**src/rtl/can_bt_pkg.sv**
```systemverilog
package can_bt_pkg;

  typedef enum logic [1:0] {
    SEG_SYNC = 2'd0,
    SEG_PHA  = 2'd1,
    SEG_PHB  = 2'd2
  } seg_e;

  localparam int PHA_MIN_TQ = 4;
  localparam int PHB_MIN_TQ = 2;

  // Segment limits on decoded (plus-one) lengths.
  function automatic logic timing_ok(input int pha_tq, input int phb_tq, input int jump_tq);
    return (pha_tq >= PHA_MIN_TQ) && (phb_tq >= PHB_MIN_TQ) && (jump_tq <= phb_tq);
  endfunction

endpackage

```
**src/rtl/can_bt_cfg.sv**
```systemverilog
module can_bt_cfg
  import can_bt_pkg::*;
#(
  parameter int CFG_W   = 24,
  parameter int BRP_W   = 10,
  parameter int PHA_W   = 4,
  parameter int PHB_W   = 3,
  parameter int JMP_W   = 2,
  parameter int SEL_W   = 8,
  parameter int PHA_LSB = 20,
  parameter int BRP_LSB = 8,
  parameter int JMP_LSB = 4,
  parameter int PHB_LSB = 0,
  parameter int LEN_W   = 6
) (
  input  logic             clk,
  input  logic             rst_n,
  input  logic             load,
  input  logic [CFG_W-1:0] cfg_in,
  input  logic [SEL_W-1:0] sel_in,
  output logic [BRP_W-1:0] brp_last,
  output logic [LEN_W-1:0] pha_len,
  output logic [LEN_W-1:0] phb_len,
  output logic [LEN_W-1:0] jmp_len,
  output logic             cfg_ok,
  output logic [SEL_W-1:0] sel_q
);

  logic [PHA_W-1:0] pha_f;
  logic [PHB_W-1:0] phb_f;
  logic [JMP_W-1:0] jmp_f;
  logic [BRP_W-1:0] brp_f;

  always_ff @(posedge clk) begin
    if (!rst_n) begin
      pha_f <= '0;
      phb_f <= '0;
      jmp_f <= '0;
      brp_f <= '0;
      sel_q <= '0;
    end else if (load) begin
      pha_f <= cfg_in[PHA_LSB +: PHA_W];
      phb_f <= cfg_in[PHB_LSB +: PHB_W];
      jmp_f <= cfg_in[JMP_LSB +: JMP_W];
      brp_f <= cfg_in[BRP_LSB +: BRP_W];
      sel_q <= sel_in;
    end
  end

  assign brp_last = brp_f;
  assign pha_len  = LEN_W'(pha_f) + LEN_W'(1);
  assign phb_len  = LEN_W'(phb_f) + LEN_W'(1);
  assign jmp_len  = LEN_W'(jmp_f) + LEN_W'(1);
  assign cfg_ok   = timing_ok(int'(pha_len), int'(phb_len), int'(jmp_len));

endmodule

```
**src/rtl/can_bt_presc.sv**
```systemverilog
module can_bt_presc #(
  parameter int BRP_W = 10
) (
  input  logic             clk,
  input  logic             rst_n,
  input  logic             run,
  input  logic [BRP_W-1:0] brp_last,
  output logic             tick
);

  logic [BRP_W-1:0] pcnt;

  assign tick = run && (pcnt == brp_last);

  always_ff @(posedge clk) begin
    if (!rst_n || !run) begin
      pcnt <= '0;
    end else if (tick) begin
      pcnt <= '0;
    end else begin
      pcnt <= pcnt + BRP_W'(1);
    end
  end

endmodule

```
**src/rtl/can_bt_seg.sv**
```systemverilog
module can_bt_seg
  import can_bt_pkg::*;
#(
  parameter int LEN_W = 6
) (
  input  logic             clk,
  input  logic             rst_n,
  input  logic             run,
  input  logic             tick,
  input  logic             rx_edge,
  input  logic [LEN_W-1:0] pha_len,
  input  logic [LEN_W-1:0] phb_len,
  input  logic [LEN_W-1:0] jmp_len,
  output logic             sample_pt,
  output logic             bit_end,
  output logic             resync_ev
);

  seg_e             seg;
  logic [LEN_W-1:0] qcnt;
  logic [LEN_W-1:0] cur_len;
  logic             resynced;
  logic [LEN_W-1:0] len_now;
  logic             seg_done;

  function automatic logic [LEN_W-1:0] lmin(input logic [LEN_W-1:0] a, input logic [LEN_W-1:0] b);
    return (a < b) ? a : b;
  endfunction

  // Late edge in phase A: phase error is the quanta elapsed in it, including this one.
  function automatic logic [LEN_W-1:0] stretch_by(input logic [LEN_W-1:0] pos, input logic [LEN_W-1:0] jmp);
    return lmin(pos + LEN_W'(1), jmp);
  endfunction

  // Early edge in phase B: phase error is the quanta still left after this one.
  function automatic logic [LEN_W-1:0] shrink_by(input logic [LEN_W-1:0] len, input logic [LEN_W-1:0] pos,
                                                 input logic [LEN_W-1:0] jmp);
    return lmin(len - LEN_W'(1) - pos, jmp);
  endfunction

  assign resync_ev = run && rx_edge && !resynced && (seg != SEG_SYNC);

  always_comb begin
    len_now = cur_len;
    if (resync_ev && seg == SEG_PHA) len_now = cur_len + stretch_by(qcnt, jmp_len);
    if (resync_ev && seg == SEG_PHB) len_now = cur_len - shrink_by(cur_len, qcnt, jmp_len);
  end

  assign seg_done  = tick && (qcnt == len_now - LEN_W'(1));
  assign sample_pt = seg_done && (seg == SEG_PHA);
  assign bit_end   = seg_done && (seg == SEG_PHB);

  always_ff @(posedge clk) begin
    if (!rst_n || !run) begin
      seg      <= SEG_SYNC;
      qcnt     <= '0;
      cur_len  <= LEN_W'(1);
      resynced <= 1'b0;
    end else begin
      if (resync_ev) resynced <= 1'b1;
      if (seg_done) begin
        qcnt <= '0;
        unique case (seg)
          SEG_SYNC: begin
            seg     <= SEG_PHA;
            cur_len <= pha_len;
          end
          SEG_PHA: begin
            seg     <= SEG_PHB;
            cur_len <= phb_len;
          end
          default: begin
            seg      <= SEG_SYNC;
            cur_len  <= LEN_W'(1);
            resynced <= 1'b0;
          end
        endcase
      end else begin
        if (tick) qcnt <= qcnt + LEN_W'(1);
        cur_len <= len_now;
      end
    end
  end

endmodule

```
**src/rtl/can_bit_timer.sv**
```systemverilog
module can_bit_timer
  import can_bt_pkg::*;
#(
  parameter int CFG_W   = 24,
  parameter int BRP_W   = 10,
  parameter int PHA_W   = 4,
  parameter int PHB_W   = 3,
  parameter int JMP_W   = 2,
  parameter int SEL_W   = 8,
  parameter int PHA_LSB = 20,
  parameter int BRP_LSB = 8,
  parameter int JMP_LSB = 4,
  parameter int PHB_LSB = 0
) (
  input  logic             clk,
  input  logic             rst_n,
  input  logic             cfg_hold,
  input  logic [CFG_W-1:0] cfg_word,
  input  logic [SEL_W-1:0] clk_sel,
  input  logic             rx_edge,
  output logic             tq_tick,
  output logic             sample_pt,
  output logic             bit_end,
  output logic             cfg_bad,
  output logic [SEL_W-1:0] clk_sel_q
);

  localparam int SEG_MAX_W = (PHA_W > PHB_W) ? PHA_W : PHB_W;
  localparam int LEN_W     = SEG_MAX_W + 2;

  logic [BRP_W-1:0] brp_last;
  logic [LEN_W-1:0] pha_len;
  logic [LEN_W-1:0] phb_len;
  logic [LEN_W-1:0] jmp_len;
  logic             cfg_ok;
  logic             run;
  logic             resync_ev;

  can_bt_cfg #(
    .CFG_W(CFG_W), .BRP_W(BRP_W), .PHA_W(PHA_W), .PHB_W(PHB_W), .JMP_W(JMP_W),
    .SEL_W(SEL_W), .PHA_LSB(PHA_LSB), .BRP_LSB(BRP_LSB), .JMP_LSB(JMP_LSB),
    .PHB_LSB(PHB_LSB), .LEN_W(LEN_W)
  ) u_cfg (
    .clk(clk), .rst_n(rst_n), .load(cfg_hold), .cfg_in(cfg_word), .sel_in(clk_sel),
    .brp_last(brp_last), .pha_len(pha_len), .phb_len(phb_len), .jmp_len(jmp_len),
    .cfg_ok(cfg_ok), .sel_q(clk_sel_q)
  );

  assign run     = !cfg_hold && cfg_ok;
  assign cfg_bad = !cfg_ok;

  can_bt_presc #(.BRP_W(BRP_W)) u_presc (
    .clk(clk), .rst_n(rst_n), .run(run), .brp_last(brp_last), .tick(tq_tick)
  );

  can_bt_seg #(.LEN_W(LEN_W)) u_seg (
    .clk(clk), .rst_n(rst_n), .run(run), .tick(tq_tick), .rx_edge(rx_edge),
    .pha_len(pha_len), .phb_len(phb_len), .jmp_len(jmp_len),
    .sample_pt(sample_pt), .bit_end(bit_end), .resync_ev(resync_ev)
  );

endmodule

```
**config.mk**
```make
export PLATFORM = sky130hd
export DESIGN_NAME = can_bit_timer
export DESIGN_NICKNAME = d
export VERILOG_FILES = /design/src/rtl/can_bt_pkg.sv /design/src/rtl/can_bt_cfg.sv /design/src/rtl/can_bt_presc.sv /design/src/rtl/can_bt_seg.sv /design/src/rtl/can_bit_timer.sv
export SDC_FILE = /design/constraint.sdc
export NUM_CORES = 1
export LEC_CHECK = 0
export ABC_AREA = 0
export BUFFER_PORTS_ARGS = -buffer_cell sky130_fd_sc_hd__buf_4
export CAP_MARGIN = 40
export CELL_PAD_IN_SITES_DETAIL_PLACEMENT = 1
export CELL_PAD_IN_SITES_GLOBAL_PLACEMENT = 1
export CORE_MARGIN = 1
export CORE_UTILIZATION = 40
export CTS_BUF_LIST = sky130_fd_sc_hd__clkbuf_8 sky130_fd_sc_hd__clkbuf_16
export DETAILED_ROUTE_END_ITERATION = 10
export PLACE_DENSITY_LB_ADDON = 0.1
export SLEW_MARGIN = 20
export SYNTH_ARGS = -nofsm -noshare
export SYNTH_HDL_FRONTEND = slang
export SYNTH_SLANG_ARGS = --single-unit
```
**constraint.sdc**
```tcl
create_clock -name clk -period 4.9 [get_ports clk]
set_input_delay 0.98 -clock clk [delete_from_list [all_inputs] [get_ports clk]]
set_output_delay 0.98 -clock clk [all_outputs]
set_load 0.1 [all_outputs]
```
==> impl_metrics.csv <==
group,metric,value,unit
floorplanning,core,0.00872,mm^2
run_status,violations,"setup timing",
detailed_routing,vias_per_cell,5.29,
pwr,power.leakage,2.17,nW
setup_path,crit_chain,"inv_1 -> ha_1 -> a21o_1 -> a21oi_2 -> o21bai_1 -> a21oi_1 -> xor2_1 -> nand4_1 -> mux2i_1 -> ha_1 -> nor2b_4 -> o211ai_1 -> a21o_1 -> a21oi_2 -> o211ai_1 -> o211a_1 -> o211ai_1 -> a311oi_4 -> nand3_2 -> clkinvlp_4 -> buf_12",
finish,diodes,0,
finish,final_common_cell,"buf_4",
floorplanning,die_area,0.00938,mm^2
timing,setup_viol,3,
yosys,yosysSeqAreaShare,28.9,%
yosys,syn-cell-area,0.00360,mm^2
timing,maxSlewViolCount,0,
pwr,p_sw_share,29.1,%
timing,rsz0062_at_grt,"true",
yosys,synth_seq_cells,52,
clock_tree,clk_pin_slew,100,ps
global_route,grt_pass1_vias,3534,
detailed_routing,vias,3332,
finish,fin_area,0.00497,mm^2
global_route,grt_max_degree,30,
timing,slew_headroom,54.5,%
placement,hpwl,8.06,mm
detailed_routing,dr.pass1.iters,4,
yosys,ys_top_cells_by_area,"dfxtp_1 29%, ha_1 11%, mux2i_1 9.5%",
worst_hold_path,hold-path-cell-count,1,
detailed_routing,wl,10.5,mm
detailed_routing,antenna_left,0,
finish,layout.nets,591,
setup_path,worstSetupPathType,"flop to output pin",
run_status,status,"complete, but fails checks",
global_route,antenna_found_initial,0,
detailed_routing,first_iter_violations,68,
clock_tree,root_buffer,"clkbuf_8",
setup_path,cp-start-kind,"flop",
yosys,synth_edf_count,0,
yosys,synth_top_area_share,28.9,%
yosys,synth-main-ff-cell,"dfxtp_1",
yosys,syn_area_per_cell,8.84,um^2
yosys,yosys.area.top_type,"dfxtp_1",
finish,final_cell_mix,"109 x buf_4, 49 x dfxtp_1, 34 x mux2i_1",
flow_run,drv_cap,0,
setup_path,critPathMaxFanout,4,
setup_path,cp_slowest_cell,"a311oi_4",
pwr,power.switching,0.275,mW
setup_path,endpoint_kind,"output pin",
yosys,yosys_warnings,0,
clock_tree,cts.sinks,52,
setup_path,rr_startpoint,"u_seg.qcnt[1]",
pwr,intPower,0.671,mW
clock_tree,cts_buffer_depth,2,
floorplanning,initial_core_util,41.3,%
clock_tree,ctsHoldBuffers,0,
detailed_routing,drc,0,
placement,gp_congestion,0.881,
yosys,synth.distinct_cells,54,
timing,whs,506,ps
setup_path,arrival,4920,ps
floorplanning,die_y,96.8,um
placement,dpl-instance-area,0.00457,mm^2
clock_tree,htree_levels,2,
pwr,power_density,190,mW/mm^2
timing,fin_skew,6.56,ps
finish,drive_above_1_share,33.7,%
global_route,overflow,0,
floorplanning,die_w,96.8,um
yosys,async_flop_share,0,%
pwr,seq_power_share,47.3,%
setup_path,required,3920,ps
placement,io_buffer_count,42,
setup_path,rrSetupSlack,-10,ps
timing,final.min_clock_period,5900,ps
pwr,comb_power_share,19.8,%
worst_hold_path,holdPathEnd,"u_presc.pcnt[0]",
timing,worst_pin_slew,680,ps
worst_hold_path,hold_class,"flop to flop",
setup_path,reg2reg_depth,23,
worst_hold_path,min_from,"u_presc.pcnt[0]",
setup_path,critPathMostFrequentCell,"o211ai_1",
setup_path,rr_endpoint,"u_seg.seg[1]",
floorplanning,num_rows,34,
clock_tree,cts_tree,"done",
detailed_routing,wl_per_cell,16.7,um
timing,period_share,120,%
timing,setup_ws,-1000,ps
floorplanning,io_pins,48,
clock_tree,numCtsBuffers,5,
global_route,grt_pass1_wl,16.9,mm
timing,fmax,169,MHz
finish,area_growth,38.1,%
pwr,clockPowerShare,32.9,%
timing,hold_viol,0,
clock_tree,clk_latency,310,ps
pwr,ir_worst_vdd,0.000165,V
setup_path,slowest_delay,430,ps
yosys,syn_inst,407,
global_route,grt_use_total,22.1,%
kinds of logic (layout without fill, tap and decap cells):
family	Yosys count	in the layout	share of synthesized area (%)
and+or+nand+nor	140	140	21.3
AOI/OAI and AO/OA	73	73	14.3
DFF	52	52	28.9
xor gates and xnor gates	42	42	10.2
muxes	35	35	9.77
adders and majority gates	34	34	12.2
buffers and inverters	29	141	3.03
other	2	5	0.209
power groups by stage:
stage / registers [mW] / clock network, mW / logic (mW)
global route: 0.450 / 0.338 / 0.203
finish: 0.447 / 0.312 / 0.187
global placement: 0.457 / 0 / 0.174
floorplan: 0.483 / 0 / 0.0912
CTS: 0.447 / 0.320 / 0.185
detailed placement: 0.457 / 0 / 0.181
worst max-delay path: cells and delay by family (launching register included):
kind,cells,cell delay (ps)
compound gates,11,2240
xor+xnor,1,200
fa+ha+maj,2,640
buf+inv,3,390
flops,1,380
mux,1,190
simple gates,3,560
flip-flops by register name, summed over array words and instances (netlist names):
| name | count |
|---|---|
| u_seg.seg | 2 |
| u_cfg.phb_f | 3 |
| u_cfg.jmp_f | 2 |
| u_seg.resynced | 1 |
| u_seg.cur_len | 6 |
| u_presc.pcnt | 10 |
| u_seg.qcnt | 6 |
| u_cfg.pha_f | 4 |
| u_cfg.sel_q | 8 |
| u_cfg.brp_last | 10 |
routing by layer:
layer | GRT usage (%) | vias up | wire [um]
met3 | 2.82 | 19 | 282
met2 | 40.7 | 53 | 5500
met5 | 0 | - | 0
met4 | 7.46 | 0 | 265
li1 | - | 1651 | -
met1 | 26.2 | 1609 | 4450
cells in the mapped netlist (5+ instances only):
cell and count:
dfxtp_1 52, mux2i_1 34, nor2b_1 33, ha_1 32
nor2_1 27, xor2_1 24, nand2_1 20, a21oi_1 19
inv_1 19, xnor2_1 18, o21ai_0 16, nor3_1 13
nand3_1 12, clkbuf_1 7, nand2b_1 7, a211oi_1 5
nand4_1 5, or3_1 5
area by class of cell:
type                    count  area (um^2)
well taps                 108          135
flip-flops and latches     52         1050
clock buffers               5         68.8
clock inverters             3         46.3
inverters                  19         77.6
fillers                  1023         3750
repair buffers            114          892
multi-input cells         329         2700
metrics by stage:
stage | std cells | TNS, ps | utilization (%) | total power [mW] | setup slack (ps)
finish | 630 | -2000 | 57.0 | 0.946 | -1000
global route | 630 | -4710 | 57.0 | 0.991 | -1270
CTS | 626 | -1780 | 55.3 | 0.953 | -899
detailed placement | 614 | -1880 | 52.4 | 0.639 | -796
global placement | 614 | -1080 | 52.4 | 0.631 | -568
floorplan | 410 | -808 | - | 0.574 | -435
worst max path at each step:
| stage | start | end | slack [ps] |
|---|---|---|---|
| floorplan | u_seg.qcnt[0] | bit_end | -440 |
| global placement | u_seg.qcnt[0] | sample_pt | -570 |
| detailed placement | u_seg.qcnt[0] | sample_pt | -800 |
| CTS | u_seg.qcnt[0] | sample_pt | -900 |
| global route | u_seg.qcnt[1] | sample_pt | -1270 |
| finish | u_seg.qcnt[1] | sample_pt | -1000 |
what timing repair did:
item / in CTS / in global routing
resized for setup: 23 / 25
pin swaps: 9 / 26
setup endpoints to repair: 10 / 16
setup buffers: 4 / 4
(Power assumes the default switching activity.)
